==> src/rtl/convseq_pkg.sv <==
package convseq_pkg;

    typedef enum logic [1:0] {
        MD_CONT   = 2'b00,
        MD_RSVD   = 2'b01,
        MD_SINGLE = 2'b10,
        MD_OFF    = 2'b11
    } op_mode_e;

    typedef enum logic [1:0] {
        ST_SETTLE,
        ST_CONV,
        ST_HOLD,
        ST_OFF
    } seq_state_e;

    // Base period in ticks for each rate code (undivided clock)
    function automatic int unsigned base_ticks(input logic [2:0] code);
        int unsigned t;
        unique case (code)
            3'd0: t = 10;
            3'd1: t = 12;
            3'd2: t = 36;
            3'd3: t = 60;
            3'd4: t = 72;
            3'd5: t = 72;
            3'd6: t = 90;
            3'd7: t = 126;
        endcase
        return t;
    endfunction

endpackage

==> src/rtl/convseq_period.sv <==
module convseq_period
    import convseq_pkg::*;
#(
    parameter int SCALE = 1,
    parameter int CNT_W = 10
) (
    input  logic [2:0]       rate,
    input  logic [1:0]       cdiv,
    output logic [CNT_W-1:0] period
);

    int unsigned scaled;

    always_comb begin
        scaled = base_ticks(rate) * SCALE;
        period = CNT_W'(scaled << cdiv);
    end

endmodule

==> src/rtl/convseq_timer.sv <==
module convseq_timer #(
    parameter int CNT_W = 10,
    parameter int WARN  = 2
) (
    input  logic             clk,
    input  logic             rst_n,
    input  logic             clear,
    input  logic             run,
    input  logic             tick,
    input  logic [CNT_W-1:0] period,
    output logic             pend,
    output logic             warn
);

    localparam logic [CNT_W-1:0] WARN_V = CNT_W'(WARN);

    logic [CNT_W-1:0] cnt;
    logic             last;
    logic             step;

    assign step = run && !clear && tick;
    assign last = (cnt == period - 1'b1);
    assign pend = step && last;

    always_ff @(posedge clk or negedge rst_n) begin
        if (!rst_n) begin
            cnt <= '0;
        end else if (clear || !run) begin
            cnt <= '0;
        end else if (tick) begin
            cnt <= last ? '0 : cnt + 1'b1;
        end
    end

    generate
        if (WARN > 0) begin : g_warn
            assign warn = step && (cnt == period - WARN_V - 1'b1);
        end else begin : g_nowarn
            assign warn = 1'b0;
        end
    endgenerate

endmodule

==> src/rtl/conv_sequencer.sv <==
module conv_sequencer
    import convseq_pkg::*;
#(
    parameter int DW    = 24,
    parameter int SCALE = 1,
    parameter int WARN  = 2
) (
    input  logic          clk,
    input  logic          rst_n,
    input  logic          tick,
    input  logic          cfg_wr,
    input  logic [1:0]    mode,
    input  logic [2:0]    rate,
    input  logic [1:0]    cdiv,
    input  logic [1:0]    chan,
    input  logic          rd_done,
    input  logic          cread,
    input  logic [DW-1:0] mod_data,
    input  logic          mod_clamp,
    output logic [DW-1:0] data_out,
    output logic          rdy_n,
    output logic          err_flag,
    output logic          active,
    output logic          new_word,
    output logic          reload_sr
);

    localparam int MAXP  = 126 * SCALE * 8;
    localparam int CNT_W = $clog2(MAXP + 1);

    seq_state_e       state, nxt;
    logic [1:0]       chan_q;
    logic             restart;
    logic             starts_conv;
    logic             run;
    logic             pend;
    logic             warn;
    logic             deliver;
    logic [CNT_W-1:0] period;

    assign restart     = cfg_wr || (chan != chan_q);
    assign starts_conv = (mode == MD_CONT) || (mode == MD_SINGLE);
    assign run         = (state == ST_SETTLE) || (state == ST_CONV);
    assign deliver     = (state == ST_CONV) && pend;
    assign active      = run;

    convseq_period #(.SCALE(SCALE), .CNT_W(CNT_W)) u_period (
        .rate   (rate),
        .cdiv   (cdiv),
        .period (period)
    );

    convseq_timer #(.CNT_W(CNT_W), .WARN(WARN)) u_timer (
        .clk    (clk),
        .rst_n  (rst_n),
        .clear  (restart),
        .run    (run),
        .tick   (tick),
        .period (period),
        .pend   (pend),
        .warn   (warn)
    );

    // Channel watcher
    always_ff @(posedge clk or negedge rst_n) begin
        if (!rst_n) chan_q <= '0;
        else        chan_q <= chan;
    end

    // State register
    always_ff @(posedge clk or negedge rst_n) begin
        if (!rst_n) state <= ST_SETTLE;
        else        state <= nxt;
    end

    // Next-state logic
    always_comb begin
        nxt = state;
        unique case (state)
            ST_SETTLE: if (pend) nxt = ST_CONV;
            ST_CONV:   if (pend && mode == MD_SINGLE) nxt = ST_HOLD;
            ST_HOLD:   nxt = ST_HOLD;
            ST_OFF:    nxt = ST_OFF;
        endcase
        if (restart) nxt = starts_conv ? ST_SETTLE : ST_OFF;
    end

    // Output and flag registers
    always_ff @(posedge clk or negedge rst_n) begin
        if (!rst_n) begin
            data_out  <= '0;
            rdy_n     <= 1'b1;
            err_flag  <= 1'b0;
            new_word  <= 1'b0;
            reload_sr <= 1'b0;
        end else begin
            new_word  <= deliver;
            reload_sr <= deliver && cread;
            if (restart) begin
                rdy_n <= 1'b1;
                if (cfg_wr && starts_conv) err_flag <= 1'b0;
            end else if (deliver) begin
                data_out <= mod_data;
                err_flag <= mod_clamp;
                rdy_n    <= 1'b0;
            end else if (rd_done || (state == ST_CONV && warn)) begin
                rdy_n <= 1'b1;
            end
        end
    end

endmodule

==> config.mk <==
export PLATFORM = sky130hd
export DESIGN_NAME = conv_sequencer
export DESIGN_NICKNAME = d
export VERILOG_FILES = /design/src/rtl/convseq_pkg.sv /design/src/rtl/convseq_period.sv /design/src/rtl/convseq_timer.sv /design/src/rtl/conv_sequencer.sv
export SDC_FILE = /design/constraint.sdc
export NUM_CORES = 1
export LEC_CHECK = 0
export ABC_AREA = 1
export CORE_ASPECT_RATIO = 1.5
export CORE_MARGIN = 5
export CORE_UTILIZATION = 35
export CTS_CLUSTER_DIAMETER = 50
export DETAILED_ROUTE_END_ITERATION = 8
export PLACE_DENSITY = 0.63
export SYNTH_ARGS = -nofsm -noshare
export SYNTH_HDL_FRONTEND = slang
export SYNTH_HIERARCHICAL = 1
export SYNTH_SLANG_ARGS = --single-unit
export TNS_END_PERCENT = 100
==> constraint.sdc <==
create_clock -name clk -period 2.65 [get_ports clk]
set_clock_uncertainty 0.1 [all_clocks]
set_input_delay 0.53 -clock clk [delete_from_list [all_inputs] [get_ports clk]]
set_output_delay 0.53 -clock clk [all_outputs]
set_load 0.03 [all_outputs]
* After elaboration in Yosys (flattened, before gate mapping) *
Memory sizes are Yosys's and may differ from the RTL's.
Cells that the tools add are included.
W data, S select, Z words.

cells by class
  mux-type cells = 14
  eq/ne operators = 10
  bitwise gates (word level) = 1
  reductions and logical operators = 24
  shifts and indexed selects = 1
  add/subtract/negate cells = 4

operators with widths
  kind                     number
  $shl A32 B2 Y10          1
  $mux W10                 3
  $eq A10 B10 Y1           2
  $sub A10 B1 Y10 const B  2
  $add A10 B1 Y10 const B  1
  $sub A10 B2 Y10 const B  1
  $logic_and A1 B1 Y1      9
  $mux W2                  4
  $pmux W2 S4              1
  $eq A2 B2 Y1 const B     3
  $mux W1                  6
  $ne A3 B2 Y1 const B     2
  $reduce_and A2 Y1        3
  $logic_or A1 B1 Y1       5
  $logic_not A2 Y1         2
  $reduce_bool A2 Y1       2
  $reduce_bool A3 Y1       1
  $eq A2 B1 Y1 const B     1
  $logic_not A1 Y1         2
  $ne A2 B2 Y1             1
  $ne A2 B2 Y1 const B     1
  $not A1 Y1               1

word-level totals
  memories = 1
  ROM bits = 48
  input port bits = 40
  bits in registers = 42
  logic and storage cells = 63
  output and inout bits = 29

memory list
  name              words  bits a word  read ports  clocked after Yosys merged registers in  wr ports  line               RTL
  (name not given)  8      6            1           0                                        0         convseq_pkg.sv:20  unique case (code)

* Logic depth before layout (Yosys ltp) *
  depth after elaboration = 11
  gate-level depth with buffers = 26
  mapped depth without buffers = 23

* Hierarchy *
Netlist, hierarchy kept.

by module, submodules not included
  module          seq. area each (µm²)  cells an instance  area each (µm²)  times used
  conv_sequencer  802.0                 164                1,387.6          1
  convseq_timer   250.2                 206                1,265.0          1
  convseq_period  0.0                   44                 220.2            1

* Worst setup path before layout *
OpenSTA, ideal clock, no wires.

  path kind = input-to-reg
  start point = input port rate[1]
  end point = register data_out[0]
  stages on the path = 25
  arrival = 2.773 ns
  library setup time = 0.117 ns
  setup slack = -0.340 ns
  buffers on the path = 3
  required time = 2.433 ns
  cell sequence = buf_6 -> nor2_2 -> nand2_1 -> nand2_1 -> nand2_1 -> nor2_1 -> inv_1 -> ha_1 -> inv_1 -> nand2_1 -> nand2_1 -> nor2_1 -> nand2_1 -> nor2_1 -> nand2_1 -> nor2_2 -> nand3_2 -> buf_6 -> nor2_2 -> nand2_1 -> inv_1 -> nand2_4 -> buf_2 -> nand2_1 -> nand2_1

between the ends
  longest elaborated chain between the ends = 7

ends and longest elaborated chain
  element                             line                   RTL
  start: declaration                  conv_sequencer.sv:13   input logic [2:0] rate,
  $mem_v2 Z8 W6                       --
  $shl A32 B2 Y10                     convseq_period.sv:16   period = CNT_W'(scaled << cdiv);
  net period[1]                       conv_sequencer.sv:39   logic [CNT_W-1:0] period;
  $sub A10 B1 Y10                     convseq_timer.sv:22    assign last = (cnt == period - 1'b1);
  $eq A10 B10 Y1                      convseq_timer.sv:22
  $logic_and A1 B1 Y1                 convseq_timer.sv:23    assign pend = step && last;
  net pend                            conv_sequencer.sv:36   logic pend;
  $logic_and A1 B1 Y1                 conv_sequencer.sv:44   assign deliver = (state == ST_CONV) && pend;
  net deliver                         conv_sequencer.sv:38   logic deliver;
  $reduce_and A2 Y1 (no source line)  --
  end signal: assignment              conv_sequencer.sv:103  data_out <= mod_data;
  end: declaration                    conv_sequencer.sv:20   output logic [DW-1:0] data_out,

The timed path passes the listed nets, and every way through them passes these cells.
A chain may end at the register's enable or synchronous reset.

* Worst setup path after layout *
  start point = input port rate[1]
  end point = register err_flag

between the ends
  longest elaborated chain between the ends = 8

ends and longest elaborated chain
  element                              line                   RTL
  $mem_v2 Z8 W6                        --
  $shl A32 B2 Y10                      convseq_period.sv:16
  net period[4]                        conv_sequencer.sv:39
  $sub A10 B1 Y10                      convseq_timer.sv:22
  $eq A10 B10 Y1                       convseq_timer.sv:22
  $logic_and A1 B1 Y1                  convseq_timer.sv:23
  net pend                             conv_sequencer.sv:36
  $logic_and A1 B1 Y1                  conv_sequencer.sv:44
  net deliver                          conv_sequencer.sv:38
  $reduce_bool A2 Y1 (no source line)  --
  $reduce_and A2 Y1 (no source line)   --
  end signal: assignment               conv_sequencer.sv:104  err_flag <= mod_clamp;
  end: declaration                     conv_sequencer.sv:22   output logic err_flag,

The timed path passes the listed nets, and every way through them passes these cells.

==> out/results.ini <==
[setup_path]
slowest_delay_ps=210
critPathSlowestCell=o21ai_0
cpMostUsedCell=nand2_1
crit_path_max_fanout=5
start_kind=input port
path_cells=buf_8 -> o21ai_0 -> nand3_1 -> nand3_1 -> nand2_2 -> buf_4 -> nor2_4 -> nand2_1 -> buf_4 -> nor2_2 -> nand2_1 -> nand2_1 -> nor2_2 -> nand3_2 -> nor2_4 -> nand2_2 -> inv_4 -> buf_6 -> buf_4 -> o211ai_1 -> nand2_1
endpoint_kind=flip-flop
reg2reg_slack_ps=460
worst_ep_arrival_time_ps=2680
crit_required_ps=2720
path_buf_inv=6
criticalPathCategory=in2reg
cp_top_family=simple AND/OR/NAND/NOR gates

[cells_and_area]
area_growth_pct=58.49
layout.nets=583
n_antenna_cell=0
fill_cells=792
drive_above_1_share_pct=34.94

[power]
internal_power_mw=1.290
p_clk_share_pct=39.7
seqPwrFrac_pct=37.3
power.leakage_nw=2.221
p_sw_share_pct=26.38
switchingPower_uw=462.2
irDropWorstVdd_mv=0.5161
powerDensity_mw_per_mm2=384.8
power_frac_comb_pct=23.0

[logic_synthesis]
ys_ff_latch=42
syn_area_per_cell_um2=6.939
synthesis.nets=460
synth_top_area_share_pct=35.71
synth_edf_count=0
yosys-top-cells-count=159 x nand2_1, 41 x dfrtp_1, 39 x inv_1
ys_seq_area_share_pct=36.63
ys_warn_count=6
post-synth-top-count-cell=nand2_1
yosys_most_used_dff=dfrtp_1
async_reset_ff_share_pct=100.0
synth.distinct_cells=31
synth_cells=414
syn_area_mm2=0.002873
synth_area_leaders=dfrtp_1 36%, nand2_1 21%, nand2_2 5.7%
yosysTopAreaCell=dfrtp_1

[drt]
route.detailed.wl_per_inst_um=12.94
ant_nets=0
first_iter_violations=74
vias=2983
routed_wl_um=8318
vias_per_cell=4.639
dr.pass1.iters=4
drc=0

[grt]
grt_overflow_total=0
grt.total_usage_pct=16.72
antenna_found_initial=0
grt_pass1_wl_um=13880
grt_pass1_vias=3055
grt_max_degree=28

[cts]
cts.sinks=42
clk_pin_slew_worst_paths_ps=60
insertion_delay_ps=280
clk_path_buf_depth=2
root_buffer=clkbuf_16
cts_inserted_buffers=5
htree_levels=2
cts_tree=built

[floorplan]
dieArea_mm2=0.01016
die_w_um=83.97
die_y_um=121.0
start_util_pct=35.87
rows=40
num_io_pins=69
fp.coreArea_mm2=0.008008

[sta]
setup_violations=0
hold_viol=0
final.period_utilization_pct=98.68
timing.hold.ws_ps=164.5
worst_slack_ps=35.05
fin_tns_setup_ps=0
slew_headroom_pct=57.14
worstMarginPinSlew_ps=642.9
fin_crit_ps=2615
fmax_mhz=382.4
maxSlewViolCount=0
grt_setup_unrepaired=yes

[place]
io_buffers=68
dp_hpwl_um=6077
place_congestion=0.8906
dp_slack_ps=-680.5

[hold_path]
hold_path.class=in2async

[job]
drv_cap=0

[run_status]
status=finished, final reports clean

==> cell type report <==
cell class                      count  area, um2  area share, %
Timing Repair Buffer              126       1199          26.33
Tap cell                          105      131.4          2.885
Sequential cell                    42       1052          23.11
Inverter                           48      200.2          4.397
Clock inverter                      2      37.54         0.8244
Clock buffer                        6      128.9          2.830
Multi-Input combinational cell    314       1804          39.63
==> layer usage <==
layer  vias up  part of all wire [%]  global-route usage (%)
met5         -                     0                       0
met1      1391                    36                   17.20
met3        15                   4.8                   3.736
met4         0                   2.3                   6.942
met2        71                    56                   32.07
li1       1506                     -                       -
==> per-stage QoR <==
stage,area (um2),util (%),cells,power [mW]
6_report,4553,56.86,643,1.752
4_1_cts,4347,54.28,642,1.750
5_1_grt,4553,56.86,643,1.832
3_5_place_dp,3948,49.30,620,1.017
2_1_floorplan,2899,-,414,0.8469
3_3_place_gp,3948,49.30,620,1.014
==> cell usage in the layout, fill, tap and decap left out, types with 3 or more instances in the layout <==
cell / n
dfrtp_1: 41
inv_2: 8
inv_1: 36
inv_4: 3
nand3_2: 8
ha_1: 5
buf_4: 50
nand2_4: 7
nand3_1: 20
nor2_4: 8
o21ai_0: 6
clkbuf_16: 6
nand2_2: 65
clkdlybuf4s50_1: 62
xor2_1: 7
xnor2_1: 8
nor3b_1: 3
nand2_1: 114
nor2_2: 12
o211ai_1: 3
buf_6: 6
a21oi_1: 4
nor2_1: 28
==> cell families after synthesis <==
logic type / share of synthesized area, %
AND/OR/NAND/NOR: 41.86
buffers and inverters: 9.146
flip-flops: 36.63
AO/OA/AOI/OAI: 4.268
XOR/XNOR: 5.357
adder cells (fa/ha/maj): 2.613
other: 0.1305
==> worst register-to-register path: stages, from the launching register on <==
cell and delay, ps:
dfrtp_1 380, inv_1 100, ha_1 260, nor2_1 110, inv_1 80, nand2_1 80, nor2_2 160, nand4_1 120
nor2_1 100, nand3_1 90, nor2_1 110, nand2_1 70, nor2_2 120, a211o_1 130, nor2_1 40, nor2_1 90
==> final timing paths <==
check / start / end / depth (start not counted)
hold reg to reg: data_out[16]$_DFFE_PN0P_ / data_out[16]$_DFFE_PN0P_ / 2
setup reg to reg: state[1]$_DFFE_PN0P_ / rdy_n$_DFFE_PN1P_ / 15
max in group asynchronous: rst_n / data_out[7]$_DFFE_PN0P_ / 2
hold / removal: rst_n / data_out[22]$_DFFE_PN0P_ / 1
min in group clk: data_out[16]$_DFFE_PN0P_ / data_out[16]$_DFFE_PN0P_ / 2
setup / recovery: rate[1] / err_flag$_DFFE_PN0P_ / 21
==> sequential cells by signal, indices dropped and copies added (netlist names) <==
name and flops:
chan_q 2, data_out 24, err_flag 1, new_word 1, rdy_n 1, reload_sr 1
state 2, u_timer/cnt 10
==> power by group through the flow <==
stage               logic (mW)  clock network, mW  registers (mW)
floorplan                0.181                  0           0.665
global placement         0.349                  0           0.664
detailed placement       0.352                  0           0.665
CTS                      0.383              0.714           0.653
global route             0.443              0.735           0.654
finish                   0.403              0.696           0.653
==> timing repair <==
item,CTS,global route
setup endpoints to repair,40,29
pin swaps,24,46
setup buffers,13,3
hold buffers,0,0
gates cloned,2,1
gates resized for setup,45,64
No activity file was read; power rests on OpenSTA's default activity.
